File: config.mk
export PLATFORM = sky130hd
export DESIGN_NAME = pageWalker
export DESIGN_NICKNAME = d
export VERILOG_FILES = /design/src/rtl/walker_pkg.sv /design/src/rtl/walkPath.sv /design/src/rtl/walkCtrl.sv /design/src/rtl/pageWalker.sv
export SDC_FILE = /design/constraint.sdc
export NUM_CORES = 1
export LEC_CHECK = 0
export BUFFER_PORTS_ARGS = -buffer_cell sky130_fd_sc_hd__buf_4
export CORE_ASPECT_RATIO = 0.7
export CORE_UTILIZATION = 30
export CTS_CLUSTER_DIAMETER = 40
export DETAILED_ROUTE_END_ITERATION = 6
export GPL_TIMING_DRIVEN = 0
export PLACE_DENSITY = 0.54
export SLEW_MARGIN = 0
export SYNTH_ARGS = -nofsm -noshare
export SYNTH_HDL_FRONTEND = slang
export SYNTH_HIERARCHICAL = 1
export SYNTH_SLANG_ARGS = --single-unit
File: constraint.sdc
create_clock -name clk -period 2.4 [get_ports clk]
set_clock_uncertainty 0.2 [all_clocks]
set_input_delay 0.36 -clock clk [delete_from_list [all_inputs] [get_ports clk]]
set_output_delay 0.36 -clock clk [all_outputs]
set_load 0.01 [all_outputs]
File: src/rtl/walker_pkg.sv
package walker_pkg;

  // Entry flag positions; the external tables are decoded with this layout.
  localparam int BIT_P  = 0;
  localparam int BIT_RW = 1;
  localparam int BIT_US = 2;
  localparam int BIT_A  = 5;
  localparam int BIT_D  = 6;

  typedef enum logic [2:0] {
    ST_IDLE,
    ST_RD_DIR,
    ST_WR_DIR,
    ST_RD_TBL,
    ST_WR_TBL,
    ST_FIN,
    ST_FLT
  } walkState_t;

  // Strobes from the control FSM to the datapath.
  typedef struct packed {
    logic capture;    // sample request inputs
    logic latchDir;   // store directory entry from read data
    logic latchTbl;   // store table entry from read data
    logic selTbl;     // address/write data refer to table level
    logic doWrite;    // a write-back is on the port
    logic loadCr2;    // record fault address and cause
    logic faultProt;  // recorded cause is a protection failure
  } walkStrobe_t;

endpackage

File: src/rtl/walkPath.sv
module walkPath
  import walker_pkg::*;
#(
  parameter int ADDR_W = 32,
  parameter int OFF_W  = 12,
  parameter int IDX_W  = 10
) (
  input  logic              clk,
  input  logic              rstN,
  input  walkStrobe_t       stb,
  input  logic [ADDR_W-1:0] linAddr,
  input  logic              isWrite,
  input  logic              isUser,
  input  logic              pagingOn,
  input  logic [ADDR_W-1:0] cr3Base,
  input  logic [ADDR_W-1:0] memRdata,
  output logic [ADDR_W-1:0] memAddr,
  output logic [ADDR_W-1:0] memWdata,
  output logic [ADDR_W-1:0] physAddr,
  output logic [ADDR_W-1:0] faultAddr,
  output logic [2:0]        faultErr,
  output logic              rdPresent,
  output logic              dirNeedsWb,
  output logic              tblNeedsWb,
  output logic              protOk
);

  localparam int FRAME_W   = ADDR_W - OFF_W;
  localparam int DIR_W     = ADDR_W - OFF_W - IDX_W;
  localparam int ENT_SHIFT = OFF_W - IDX_W;   // log2 of entry size in bytes
  localparam int TBL_LO    = OFF_W;
  localparam int TBL_HI    = OFF_W + IDX_W - 1;
  localparam int DIR_LO    = OFF_W + IDX_W;
  localparam logic [ADDR_W-1:0] MASK_A = ADDR_W'(1) << BIT_A;
  localparam logic [ADDR_W-1:0] MASK_D = ADDR_W'(1) << BIT_D;

  logic [ADDR_W-1:0]  linReg;
  logic               wrReg;
  logic               usrReg;
  logic               pgReg;
  logic [FRAME_W-1:0] cr3Frame;
  logic [ADDR_W-1:0]  dirEnt;
  logic [ADDR_W-1:0]  tblEnt;
  logic [ADDR_W-1:0]  cr2Reg;
  logic [2:0]         errReg;

  always_ff @(posedge clk or negedge rstN) begin
    if (!rstN) begin
      linReg   <= '0;
      wrReg    <= 1'b0;
      usrReg   <= 1'b0;
      pgReg    <= 1'b0;
      cr3Frame <= '0;
      dirEnt   <= '0;
      tblEnt   <= '0;
      cr2Reg   <= '0;
      errReg   <= '0;
    end else begin
      if (stb.capture) begin
        linReg   <= linAddr;
        wrReg    <= isWrite;
        usrReg   <= isUser;
        pgReg    <= pagingOn;
        cr3Frame <= cr3Base[ADDR_W-1:OFF_W];
      end
      if (stb.latchDir) dirEnt <= memRdata;
      if (stb.latchTbl) tblEnt <= memRdata;
      if (stb.loadCr2) begin
        cr2Reg <= linReg;
        errReg <= {usrReg, wrReg, stb.faultProt};
      end
    end
  end

  // Entry addresses: frame base plus index scaled by the entry size.
  logic [ADDR_W-1:0] dirAddr;
  logic [ADDR_W-1:0] tblAddr;
  logic [DIR_W-1:0]  dirIdx;
  logic [IDX_W-1:0]  tblIdx;

  always_comb begin
    dirIdx  = linReg[ADDR_W-1:DIR_LO];
    tblIdx  = linReg[TBL_HI:TBL_LO];
    dirAddr = {cr3Frame, dirIdx, {ENT_SHIFT{1'b0}}};
    tblAddr = {dirEnt[ADDR_W-1:OFF_W], tblIdx, {ENT_SHIFT{1'b0}}};
    memAddr = stb.selTbl ? tblAddr : dirAddr;
    if (stb.selTbl)
      memWdata = tblEnt | MASK_A | (wrReg ? MASK_D : '0);
    else
      memWdata = dirEnt | MASK_A;
  end

  // Decisions taken on the word returned by the current read.
  logic userOk;
  logic writeOk;

  always_comb begin
    rdPresent  = memRdata[BIT_P];
    dirNeedsWb = !memRdata[BIT_A];
    tblNeedsWb = !memRdata[BIT_A] || (wrReg && !memRdata[BIT_D]);
    userOk     = dirEnt[BIT_US] && memRdata[BIT_US];
    writeOk    = dirEnt[BIT_RW] && memRdata[BIT_RW];
    protOk     = !usrReg || (userOk && (!wrReg || writeOk));
  end

  assign physAddr  = pgReg ? {tblEnt[ADDR_W-1:OFF_W], linReg[OFF_W-1:0]} : linReg;
  assign faultAddr = cr2Reg;
  assign faultErr  = errReg;

  // A write-back only ever targets a present entry and marks it accessed.
  AST_WB_MARKS_ACCESSED: assert property (@(posedge clk) disable iff (!rstN)
    stb.doWrite |-> (memWdata[BIT_P] && memWdata[BIT_A]));

endmodule

File: src/rtl/walkCtrl.sv
module walkCtrl
  import walker_pkg::*;
(
  input  logic        clk,
  input  logic        rstN,
  input  logic        startReq,
  input  logic        pagingOn,
  input  logic        memAck,
  input  logic        rdPresent,
  input  logic        dirNeedsWb,
  input  logic        tblNeedsWb,
  input  logic        protOk,
  output walkStrobe_t stb,
  output logic        memReq,
  output logic        memWe,
  output logic        walkDone,
  output logic        walkFault
);

  walkState_t state;
  walkState_t nextState;

  always_ff @(posedge clk or negedge rstN) begin
    if (!rstN) state <= ST_IDLE;
    else       state <= nextState;
  end

  always_comb begin
    nextState = state;
    stb       = '0;
    memReq    = 1'b0;
    memWe     = 1'b0;
    walkDone  = 1'b0;
    walkFault = 1'b0;
    unique case (state)
      ST_IDLE: begin
        if (startReq) begin
          stb.capture = 1'b1;
          nextState   = pagingOn ? ST_RD_DIR : ST_FIN;
        end
      end
      ST_RD_DIR: begin
        memReq = 1'b1;
        if (memAck) begin
          stb.latchDir = 1'b1;
          if (!rdPresent) begin
            stb.loadCr2 = 1'b1;
            nextState   = ST_FLT;
          end else begin
            nextState = dirNeedsWb ? ST_WR_DIR : ST_RD_TBL;
          end
        end
      end
      ST_WR_DIR: begin
        memReq      = 1'b1;
        memWe       = 1'b1;
        stb.doWrite = 1'b1;
        if (memAck) nextState = ST_RD_TBL;
      end
      ST_RD_TBL: begin
        memReq     = 1'b1;
        stb.selTbl = 1'b1;
        if (memAck) begin
          stb.latchTbl = 1'b1;
          if (!rdPresent) begin
            stb.loadCr2 = 1'b1;
            nextState   = ST_FLT;
          end else if (!protOk) begin
            stb.loadCr2   = 1'b1;
            stb.faultProt = 1'b1;
            nextState     = ST_FLT;
          end else begin
            nextState = tblNeedsWb ? ST_WR_TBL : ST_FIN;
          end
        end
      end
      ST_WR_TBL: begin
        memReq      = 1'b1;
        memWe       = 1'b1;
        stb.selTbl  = 1'b1;
        stb.doWrite = 1'b1;
        if (memAck) nextState = ST_FIN;
      end
      ST_FIN: begin
        walkDone  = 1'b1;
        nextState = ST_IDLE;
      end
      ST_FLT: begin
        walkFault = 1'b1;
        nextState = ST_IDLE;
      end
      default: nextState = ST_IDLE;
    endcase
  end

  AST_ONE_OUTCOME: assert property (@(posedge clk) disable iff (!rstN)
    !(walkDone && walkFault));

  AST_DONE_PULSE: assert property (@(posedge clk) disable iff (!rstN)
    walkDone |=> !walkDone);

  AST_REQ_HOLD: assert property (@(posedge clk) disable iff (!rstN)
    (memReq && !memAck) |=> (memReq && (memWe == $past(memWe))));

endmodule

File: src/rtl/pageWalker.sv
module pageWalker
  import walker_pkg::*;
#(
  parameter int ADDR_W = 32,
  parameter int OFF_W  = 12,
  parameter int IDX_W  = 10
) (
  input  logic              clk,
  input  logic              rstN,
  input  logic              startReq,
  input  logic [ADDR_W-1:0] linAddr,
  input  logic              isWrite,
  input  logic              isUser,
  input  logic              pagingOn,
  input  logic [ADDR_W-1:0] cr3Base,
  output logic              memReq,
  output logic              memWe,
  output logic [ADDR_W-1:0] memAddr,
  output logic [ADDR_W-1:0] memWdata,
  input  logic              memAck,
  input  logic [ADDR_W-1:0] memRdata,
  output logic              walkDone,
  output logic              walkFault,
  output logic [ADDR_W-1:0] physAddr,
  output logic [ADDR_W-1:0] faultAddr,
  output logic [2:0]        faultErr
);

  walkStrobe_t stb;
  logic rdPresent;
  logic dirNeedsWb;
  logic tblNeedsWb;
  logic protOk;

  walkCtrl u_ctrl (
    .clk        (clk),
    .rstN       (rstN),
    .startReq   (startReq),
    .pagingOn   (pagingOn),
    .memAck     (memAck),
    .rdPresent  (rdPresent),
    .dirNeedsWb (dirNeedsWb),
    .tblNeedsWb (tblNeedsWb),
    .protOk     (protOk),
    .stb        (stb),
    .memReq     (memReq),
    .memWe      (memWe),
    .walkDone   (walkDone),
    .walkFault  (walkFault)
  );

  walkPath #(
    .ADDR_W (ADDR_W),
    .OFF_W  (OFF_W),
    .IDX_W  (IDX_W)
  ) u_path (
    .clk        (clk),
    .rstN       (rstN),
    .stb        (stb),
    .linAddr    (linAddr),
    .isWrite    (isWrite),
    .isUser     (isUser),
    .pagingOn   (pagingOn),
    .cr3Base    (cr3Base),
    .memRdata   (memRdata),
    .memAddr    (memAddr),
    .memWdata   (memWdata),
    .physAddr   (physAddr),
    .faultAddr  (faultAddr),
    .faultErr   (faultErr),
    .rdPresent  (rdPresent),
    .dirNeedsWb (dirNeedsWb),
    .tblNeedsWb (tblNeedsWb),
    .protOk     (protOk)
  );

  AST_ADDR_HOLD: assert property (@(posedge clk) disable iff (!rstN)
    (memReq && !memAck) |=> $stable(memAddr));

  AST_CR2_HOLD: assert property (@(posedge clk) disable iff (!rstN)
    !walkFault |=> (walkFault || $stable(faultAddr)));

endmodule

==> impl_metrics.ini, run 1 <==
[timing]
worst_pin_slew_ns = 0.762
report.final.slew_viol_count = 0
rsz0062_at_grt = true
hold_violations = 0
setup_viol = 79
period_minus_slack_ns = 2.61
setup_slack_ns = -0.209
fmax_mhz = 383
period_share_pct = 109
relSlewSlack_pct = 49.2

[layout]
num-fill-cells = 2114
layout-drive-gt1-share_pct = 65.0
syn2layout_area_growth_pct = 54.2
multi_input_area_um2 = 3230
fin_cells = 1153
num_antenna_cells = 0
nets = 925
seq_area_um2 = 3880

[clocking]
path_clk_slew_ns = 0.06
cts_tree = done
clk_path_buf_depth = 2
htreeDepth = 4
cts_made_buffers = 17
insertion_delay_ns = 0.42
cts.sinks = 155
cts_root_buf = clkbuf_16

[die]
start_util_pct = 31.1
rows = 47
die_y_um = 134
core_um2 = 24100
pin_count = 238
die_x_um = 191
die_area_um2 = 25500

[placed_design]
dp_cells = 1020
portBuffers = 222
hpwl_mm = 15.3
place_congestion = 0.798

[worst_setup_path]
worstSetupStartpointType = flip-flop
critPathKind = reg -> out
critPathBufInv = 4
cp_cell_sequence = nor2b_4 > nand2_1 > o21ai_1 > buf_6 > buf_12 > clkbuf_16 > mux2_4 > buf_6
crit_fanout = 5
setup.worst_path.end_class = output pin
cp_common_cell = buf_6
cp_slowest_stage_delay_ns = 0.45
required_ns = 1.84
path_delay_family = buffers and inverters
arrival_ns = 2.05
crit_slowest_cell = dfrtp_2

[grt]
grt_max_degree = 79
grt_pass1_vias = 5582
grt_pass1_wl_mm = 34.0
grtUsageMet3_pct = 4.84
grt_usage_pct = 18.0
grtUsageMet1_pct = 24.5
grt_antenna_before_repair = 0
grt_busiest_layer = met2
grt-ovfl-total = 0
use_met2_pct = 28.2

[pwr]
irDropWorstVdd_v = 0.000842
leakagePower_uw = 0.00536
total_power_uw = 17800
p_per_area_nw_per_um2 = 1540

[route]
via_count = 5187
route.detailed.drc = 0
wirelength_mm = 22.4
ant_nets = 0
drt_pass1_iterations = 4
vias_per_cell = 4.50
initialDrtViolationCount = 196
avgRoutedWirePerCell_um = 19.4

[logic_synthesis]
netlist_area_um2 = 7470
synth_warnings = 6
netlist_instances = 478
synth_area_per_cell_um2 = 15.6

[status]
status = finished, violations left
failed_checks = negative setup slack

[flow_run]
drv_cap = 0

[worst_hold_path]
hold_path.class = in -> reg
[layout make-up]
class	count	share of cell area, %
buffer	41	3.50
clock buffer	20	3.88
clock inverter	12	1.08
inverter	5	0.163
multi-input combinational	275	28.1
sequential	155	33.7
tap	318	3.45
timing repair buffer	327	26.2
[repair_timing]
action,4_1_cts,5_1_grt
endpoints found under the setup margin,61,127
hold buffers,87,0
pin swaps,1,2
resized for setup,77,11
gates cloned,2,3
hold endpoints to repair,194,0
buffers inserted,12,2
[flip-flops by register name (all words and copies together), names as in the netlist]
signal / flops
u_ctrl/state: 3
u_path/tblEnt: 31
u_path/faultAddr: 32
u_path/usrReg: 1
u_path/cr3Frame: 20
u_path/faultErr: 3
u_path/dirEnt: 31
u_path/wrReg: 1
u_path/pgReg: 1
u_path/linReg: 32
[worst min-delay path, stage by stage]
cell	delay, ns
buf_4	0.14
inv_1	0.06
a22o_1	0.12
[stage by stage]
| stage | hold WS (ns) | setup WS [ns] | TNS (ns) | cell area [um^2] | utilization (%) |
|---|---|---|---|---|---|
| 2_1_floorplan | -0.136 | 0.354 | 0 | 7470 | - |
| 3_3_place_gp | 0.273 | -0.0474 | -3.68 | 9540 | 39.7 |
| 3_5_place_dp | 0.260 | 0.0177 | 0 | 9570 | 39.8 |
| 4_1_cts | 0.0570 | -0.278 | -15.01 | 11400 | 47.6 |
| 5_1_grt | 0.0756 | -0.279 | -15.64 | 11500 | 47.9 |
| 6_report | 0.0904 | -0.209 | -10.15 | 11500 | 47.9 |
[per-layer routing]
layer  up-vias  wire length, um
met4         0              260
met3        13             1270
li1       2378                -
met1      2623            10600
met2       173            10200
met5         -                0
[cells in the final DEF (no fill, tap or decap), types with 5 or more instances in the layout]
| master | count |
|---|---|
| buf_12 | 8 |
| buf_4 | 199 |
| buf_6 | 66 |
| clkbuf_16 | 20 |
| clkinv_2 | 6 |
| dfrtp_1 | 153 |
| dlygate4sd3_1 | 87 |
| inv_1 | 5 |
| mux2_1 | 5 |
| mux2_2 | 128 |
| mux2_4 | 98 |
| nand2_1 | 5 |
| nor2_1 | 8 |
[report_power, final]
group / total, uW / switching, uW / internal (uW)
clock: 2660 / 1110 / 1550
combinational: 10100 / 3790 / 6330
sequential: 4990 / 1030 / 3960
[final timing paths]
check	start	endpoint	slack (ns)	cells past startpoint
setup reg to reg	u_ctrl/state[2]$_DFFE_PN0P_	u_path/cr3Frame[10]$_DFFE_PN0P_	-0.03	6
setup / recovery	u_ctrl/state[2]$_DFFE_PN0P_	memWdata[23]	-0.21	8
max in group asynchronous	rstN	u_ctrl/state[0]$_DFFE_PN0P_	0.73	3
hold / removal	memAck	u_ctrl/state[0]$_DFFE_PN0P_	0.09	3
min in group asynchronous	rstN	u_path/cr3Frame[14]$_DFFE_PN0P_	0.36	2
hold reg to reg	u_path/faultAddr[22]$_DFFE_PN0P_	u_path/faultAddr[22]$_DFFE_PN0P_	0.30	1
Note: power is estimated with default switching activity, not from simulation.
==> run 2, diff against run 1 <==
==> constraint.sdc (replaced) <==
create_clock -name clk -period 2.4 [get_ports clk]
set_clock_uncertainty 0.2 [all_clocks]
set_input_delay 0.36 -clock clk [delete_from_list [all_inputs] [get_ports clk]]
set_output_delay 0.36 -clock clk [all_outputs]
set_load 0.005 [all_outputs]
==> run 2 against run 1 <==
Effect of this change: the run still ends with negative setup slack left; core utilization about the same; die area stayed put; non-clock buffer count is the same; hold slack gained 0.00061 ns.
==> impl_metrics.ini, run 2 (same netlist as run 1, synthesis figures left out) <==
[pwr]
switching_share_pct = 31.1
leakagePower_uw = 0.00536
total_power_uw = 17100
comb_power_share_pct = 55.3
internal-power_uw = 11800
p_clk_share_pct = 15.6
irDropWorstVdd_v = 0.000771
power_frac_seq_pct = 29.1
p_sw_uw = 5330
p_per_area_nw_per_um2 = 1490

[worst_hold_path]
hold_path.class = in -> reg
hold_start = memAck
hold_depth = 3
hold_end = u_ctrl/state[0]$_DFFE_PN0P_

[worst_setup_path]
r2r_cells = 6
path_delay_family = buffers and inverters
cp_slowest_stage_delay_ns = 0.45
cp_common_cell = buf_6
crit_slowest_cell = dfrtp_2
critPathKind = reg -> out
required_ns = 1.84
setup.worst_path.end_class = output pin
critPathBufInv = 4
cp_cell_sequence = nor2b_4 > nand2_1 > o21ai_1 > buf_6 > buf_12 > clkbuf_16 > mux2_4 > buf_6
arrival_ns = 2.05
worstSetupStartpointType = flip-flop
r2r_end = u_path/cr3Frame[10]$_DFFE_PN0P_
r2r-start = u_ctrl/state[2]$_DFFE_PN0P_
r2r_slack_ns = -0.03
crit_fanout = 5

[die]
core_um2 = 24100
die_y_um = 134
rows = 47
start_util_pct = 31.1
pin_count = 238
die_area_um2 = 25500
die_x_um = 191

[route]
vias_per_cell = 4.51
via_count = 5196
initialDrtViolationCount = 182
wirelength_mm = 22.3
ant_nets = 0
route.detailed.drc = 0
avgRoutedWirePerCell_um = 19.4
drt_pass1_iterations = 4

[timing]
fmax_mhz = 384
report.final.slew_viol_count = 0
worst_pin_slew_ns = 0.761
setup_slack_ns = -0.205
relSlewSlack_pct = 49.2
setup_viol = 79
setup_tns_ns = -9.88
hold_violations = 0
period_minus_slack_ns = 2.61
rsz0062_at_grt = true
period_share_pct = 109

[grt]
grt_antenna_before_repair = 0
grt_max_degree = 79
grt_usage_pct = 18.0
grt-ovfl-total = 0
grt_pass1_wl_mm = 34.0
grt_pass1_vias = 5570

[status]
failed_checks = negative setup slack
status = finished, violations left

[placed_design]
hpwl_mm = 15.3
place_congestion = 0.798
portBuffers = 222
dp_cells = 1020

[layout]
num_antenna_cells = 0
fin_cells = 1153
num-fill-cells = 2115
nets = 925
multi_input_area_um2 = 3230
layout_common_cells = buf_4, dfrtp_1, mux2_2
fin_util_pct = 47.9
syn2layout_area_growth_pct = 54.2
seq_area_um2 = 3880
layout_commonest_cell = buf_4
layout-drive-gt1-share_pct = 65.0

[flow_run]
drv_cap = 0

[clocking]
insertion_delay_ns = 0.42
cts_root_buf = clkbuf_16
clk_path_buf_depth = 2
htreeDepth = 4
cts_tree = done
path_clk_slew_ns = 0.06
cts.sinks = 155
cts_made_buffers = 17
[run 2: tightest hold or removal path: cells and delay by family]
family | cells | cell delay [ns]
buffers and inverters | 2 | 0.20
AO/OA/AOI/OAI | 1 | 0.12
[run 2: area by class of cell]
class                   instances  area share, %
plain buffers                  41           3.50
clock buffers                  20           3.88
clock inverters                12           1.08
inverters                       5          0.163
multi-input cells             275           28.1
flip-flops and latches        155           33.7
well taps                     318           3.46
repair buffers                327           26.1
[run 2: worst max-delay path by stage]
stage                                      from                               to  cells after the start
finish              u_ctrl/state[2]$_DFFE_PN0P_                     memWdata[20]                      8
global route        u_ctrl/state[2]$_DFFE_PN0P_                       memAddr[6]                      8
CTS                 u_ctrl/state[2]$_DFFE_PN0P_                      memAddr[20]                      9
detailed placement  u_ctrl/state[2]$_DFFE_PN0P_                      memAddr[16]                      8
global placement                           rstN  u_path/faultAddr[7]$_DFFE_PN0P_                      1
floorplan           u_ctrl/state[2]$_DFFE_PN0P_                      memAddr[10]                      7
[run 2: repair_timing]
item,CTS,global route
setup endpoints to repair,61,127
gates cloned,2,3
hold endpoints to repair,194,0
buffers inserted,12,2
pin swaps,1,2
hold buffers,87,0
gates resized for setup,76,11
[run 2: stage by stage]
stage / setup slack [ns] / cell area (um^2) / hold slack [ns]
finish: -0.205 / 11500 / 0.0910
floorplan: 0.367 / 7470 / -0.136
global route: -0.273 / 11500 / 0.0756
detailed placement: 0.0261 / 9570 / 0.260
CTS: -0.272 / 11400 / 0.0570
global placement: -0.0474 / 9540 / 0.273
[run 2: routing by layer]
| metal | share of wire, % | up-vias | GRT usage [%] |
|---|---|---|---|
| met1 | 47 | 2630 | 24.5 |
| li1 | - | 2377 | - |
| met4 | 1.2 | 0 | 4.44 |
| met5 | 0 | - | 0 |
| met2 | 46 | 176 | 28.2 |
| met3 | 5.9 | 13 | 4.84 |
[run 2: power groups by stage]
stage | combinational (uW) | sequential (uW) | clock, uW
finish | 9470 | 4990 | 2660
global route | 10100 | 5190 | 2870
CTS | 9430 | 4970 | 2740
detailed placement | 8170 | 5010 | 0
global placement | 8080 | 4920 | 0
floorplan | 4750 | 4650 | 0
==> run 3, diff against run 2 <==
--- a/config.mk
+++ b/config.mk
@@ -12,6 +12,7 @@
 export DETAILED_ROUTE_END_ITERATION = 6
 export GPL_TIMING_DRIVEN = 0
 export PLACE_DENSITY = 0.54
+export SETUP_SLACK_MARGIN = 0.1
 export SLEW_MARGIN = 0
 export SYNTH_ARGS = -nofsm -noshare
 export SYNTH_HDL_FRONTEND = slang
==> run 3 against run 2 <==
Effect of this change: the run still ends with negative setup slack left; non-clock buffer count up 5; final area up 0.88%; die area unchanged; critical path depth unchanged; combinational power up 2%; largest power group unchanged.
==> impl_metrics.ini, run 3 (same netlist as run 1, synthesis figures left out) <==
[route]
initialDrtViolationCount = 255
route.detailed.drc = 0
drt_pass1_iterations = 4
wirelength_mm = 22.4
avgRoutedWirePerCell_um = 19.3
vias_per_cell = 4.49
via_count = 5200
ant_nets = 0

[timing]
relSlewSlack_pct = 49.3
setup_viol = 61
period_share_pct = 111
worst_pin_slew_ns = 0.760
report.final.slew_viol_count = 0
hold_violations = 0
fmax_mhz = 375
timing.hold.ws_ns = 0.0892
period_minus_slack_ns = 2.67
setup_slack_ns = -0.266
rsz0062_at_grt = true

[worst_setup_path]
worstSetupStartpointType = flip-flop
required_ns = 1.84
cp_common_cell = buf_6
r2r-start = u_ctrl/state[2]$_DFFE_PN0P_
crit_slowest_cell = dfrtp_1
cp_slowest_stage_delay_ns = 0.42
critPathKind = reg -> out
cp_cell_sequence = buf_4 > o21ai_2 > buf_6 > buf_6 > buf_12 > buf_16 > mux2_4 > buf_6
arrival_ns = 2.11
crit_path_start = u_ctrl/state[1]$_DFFE_PN0P_
setup.worst_path.end_class = output pin
r2r_cells = 6
r2r_end = u_path/cr3Frame[10]$_DFFE_PN0P_
r2r_slack_ns = 0.04
crit_fanout = 10

[worst_hold_path]
hold_path.class = in -> reg
hold_start = memAck
hold_end = u_ctrl/state[0]$_DFFE_PN0P_
hold_depth = 3

[layout]
syn2layout_area_growth_pct = 55.5
fin_cells = 1158
seq_area_um2 = 3880
fin_util_pct = 48.3
multi_input_area_um2 = 3240
num-fill-cells = 2105
layout-drive-gt1-share_pct = 65.2
num_antenna_cells = 0
nets = 930
layout_commonest_cell = buf_4
layout_common_cells = buf_4, dfrtp_1, mux2_2

[clocking]
clk_path_buf_depth = 2
cts_tree = done
insertion_delay_ns = 0.42
cts_made_buffers = 17
path_clk_slew_ns = 0.06
cts.sinks = 155
cts_root_buf = clkbuf_16
htreeDepth = 4

[placed_design]
hpwl_mm = 15.3
portBuffers = 222
pre_cts_slack_ns = 0.0261
place_congestion = 0.798
dp_cells = 1020

[grt]
grt_pass1_wl_mm = 33.8
grt-ovfl-total = 0
grt_usage_pct = 17.9
grt_pass1_vias = 5570
grt_max_degree = 79
grt_antenna_before_repair = 0

[die]
core_um2 = 24100
die_y_um = 134
die_x_um = 191
pin_count = 238
start_util_pct = 31.1
die_area_um2 = 25500
rows = 47

[pwr]
total_power_uw = 17300
irDropWorstVdd_v = 0.000774
p_per_area_nw_per_um2 = 1490
leakagePower_uw = 0.00540

[status]
status = finished, violations left
failed_checks = negative setup slack

[flow_run]
drv_cap = 0
run 3: cell count changes in the layout (fill, tap and decap cells not counted), sizes merged:
cell	change
clkbuf	+1
buf	+4
run 3: how the worst max path moves through the flow:
stage | end | slack (ns) | depth (start not counted)
after global routing | memAddr[9] | -0.34 | 10
after global placement | u_path/faultAddr[7]$_DFFE_PN0P_ | -0.05 | 1
final | memAddr[10] | -0.27 | 8
after floorplan | memAddr[10] | 0.37 | 7
after CTS | memAddr[10] | -0.31 | 9
after detailed placement | memAddr[16] | 0.03 | 8
run 3: layer usage:
layer | track usage (%) | up-vias | routed length (um)
li1 | - | 2386 | -
met5 | 0 | - | 0
met3 | 4.81 | 14 | 1360
met1 | 24.5 | 2618 | 10500
met2 | 28.0 | 182 | 10200
met4 | 4.44 | 0 | 268
run 3: metrics by stage:
step | TNS (ns) | instance area (um^2)
after floorplan | 0 | 7470
after global placement | -3.68 | 9540
after detailed placement | 0 | 9570
after CTS | -14.08 | 11500
after global routing | -16.35 | 11600
final | -12.29 | 11600
run 3: worst max-delay path, delay by kind of cell, from the launching register on:
kind / cells / cell delay, ns
AOI/OAI and AO/OA: 1 / 0.15
buffers and inverters: 6 / 0.80
DFF: 1 / 0.42
muxes: 1 / 0.31
run 3: cell type report:
| type | count | area share (%) |
|---|---|---|
| Sequential cell | 155 | 33.4 |
| Multi-Input combinational cell | 275 | 27.9 |
| Timing Repair Buffer | 329 | 26.3 |
| Buffer | 44 | 3.91 |
| Clock buffer | 20 | 3.85 |
| Tap cell | 318 | 3.43 |
| Clock inverter | 12 | 1.07 |
| Inverter | 5 | 0.162 |
run 3: power by group:
group	switching, uW	leakage [uW]	internal (uW)	total, uW
clock	1110	0.000283	1550	2670
combinational	3230	0.00327	6430	9660
sequential	1020	0.00185	3960	4980
run 3: what timing repair did:
action | 4_1_cts | 5_1_grt
setup buffers | 10 | 4
pin swaps | 1 | 2
hold buffers | 87 | 0
hold endpoints to repair | 194 | 0
resized for setup | 82 | 9
endpoints found under the setup margin | 93 | 133
cloned | 2 | 3
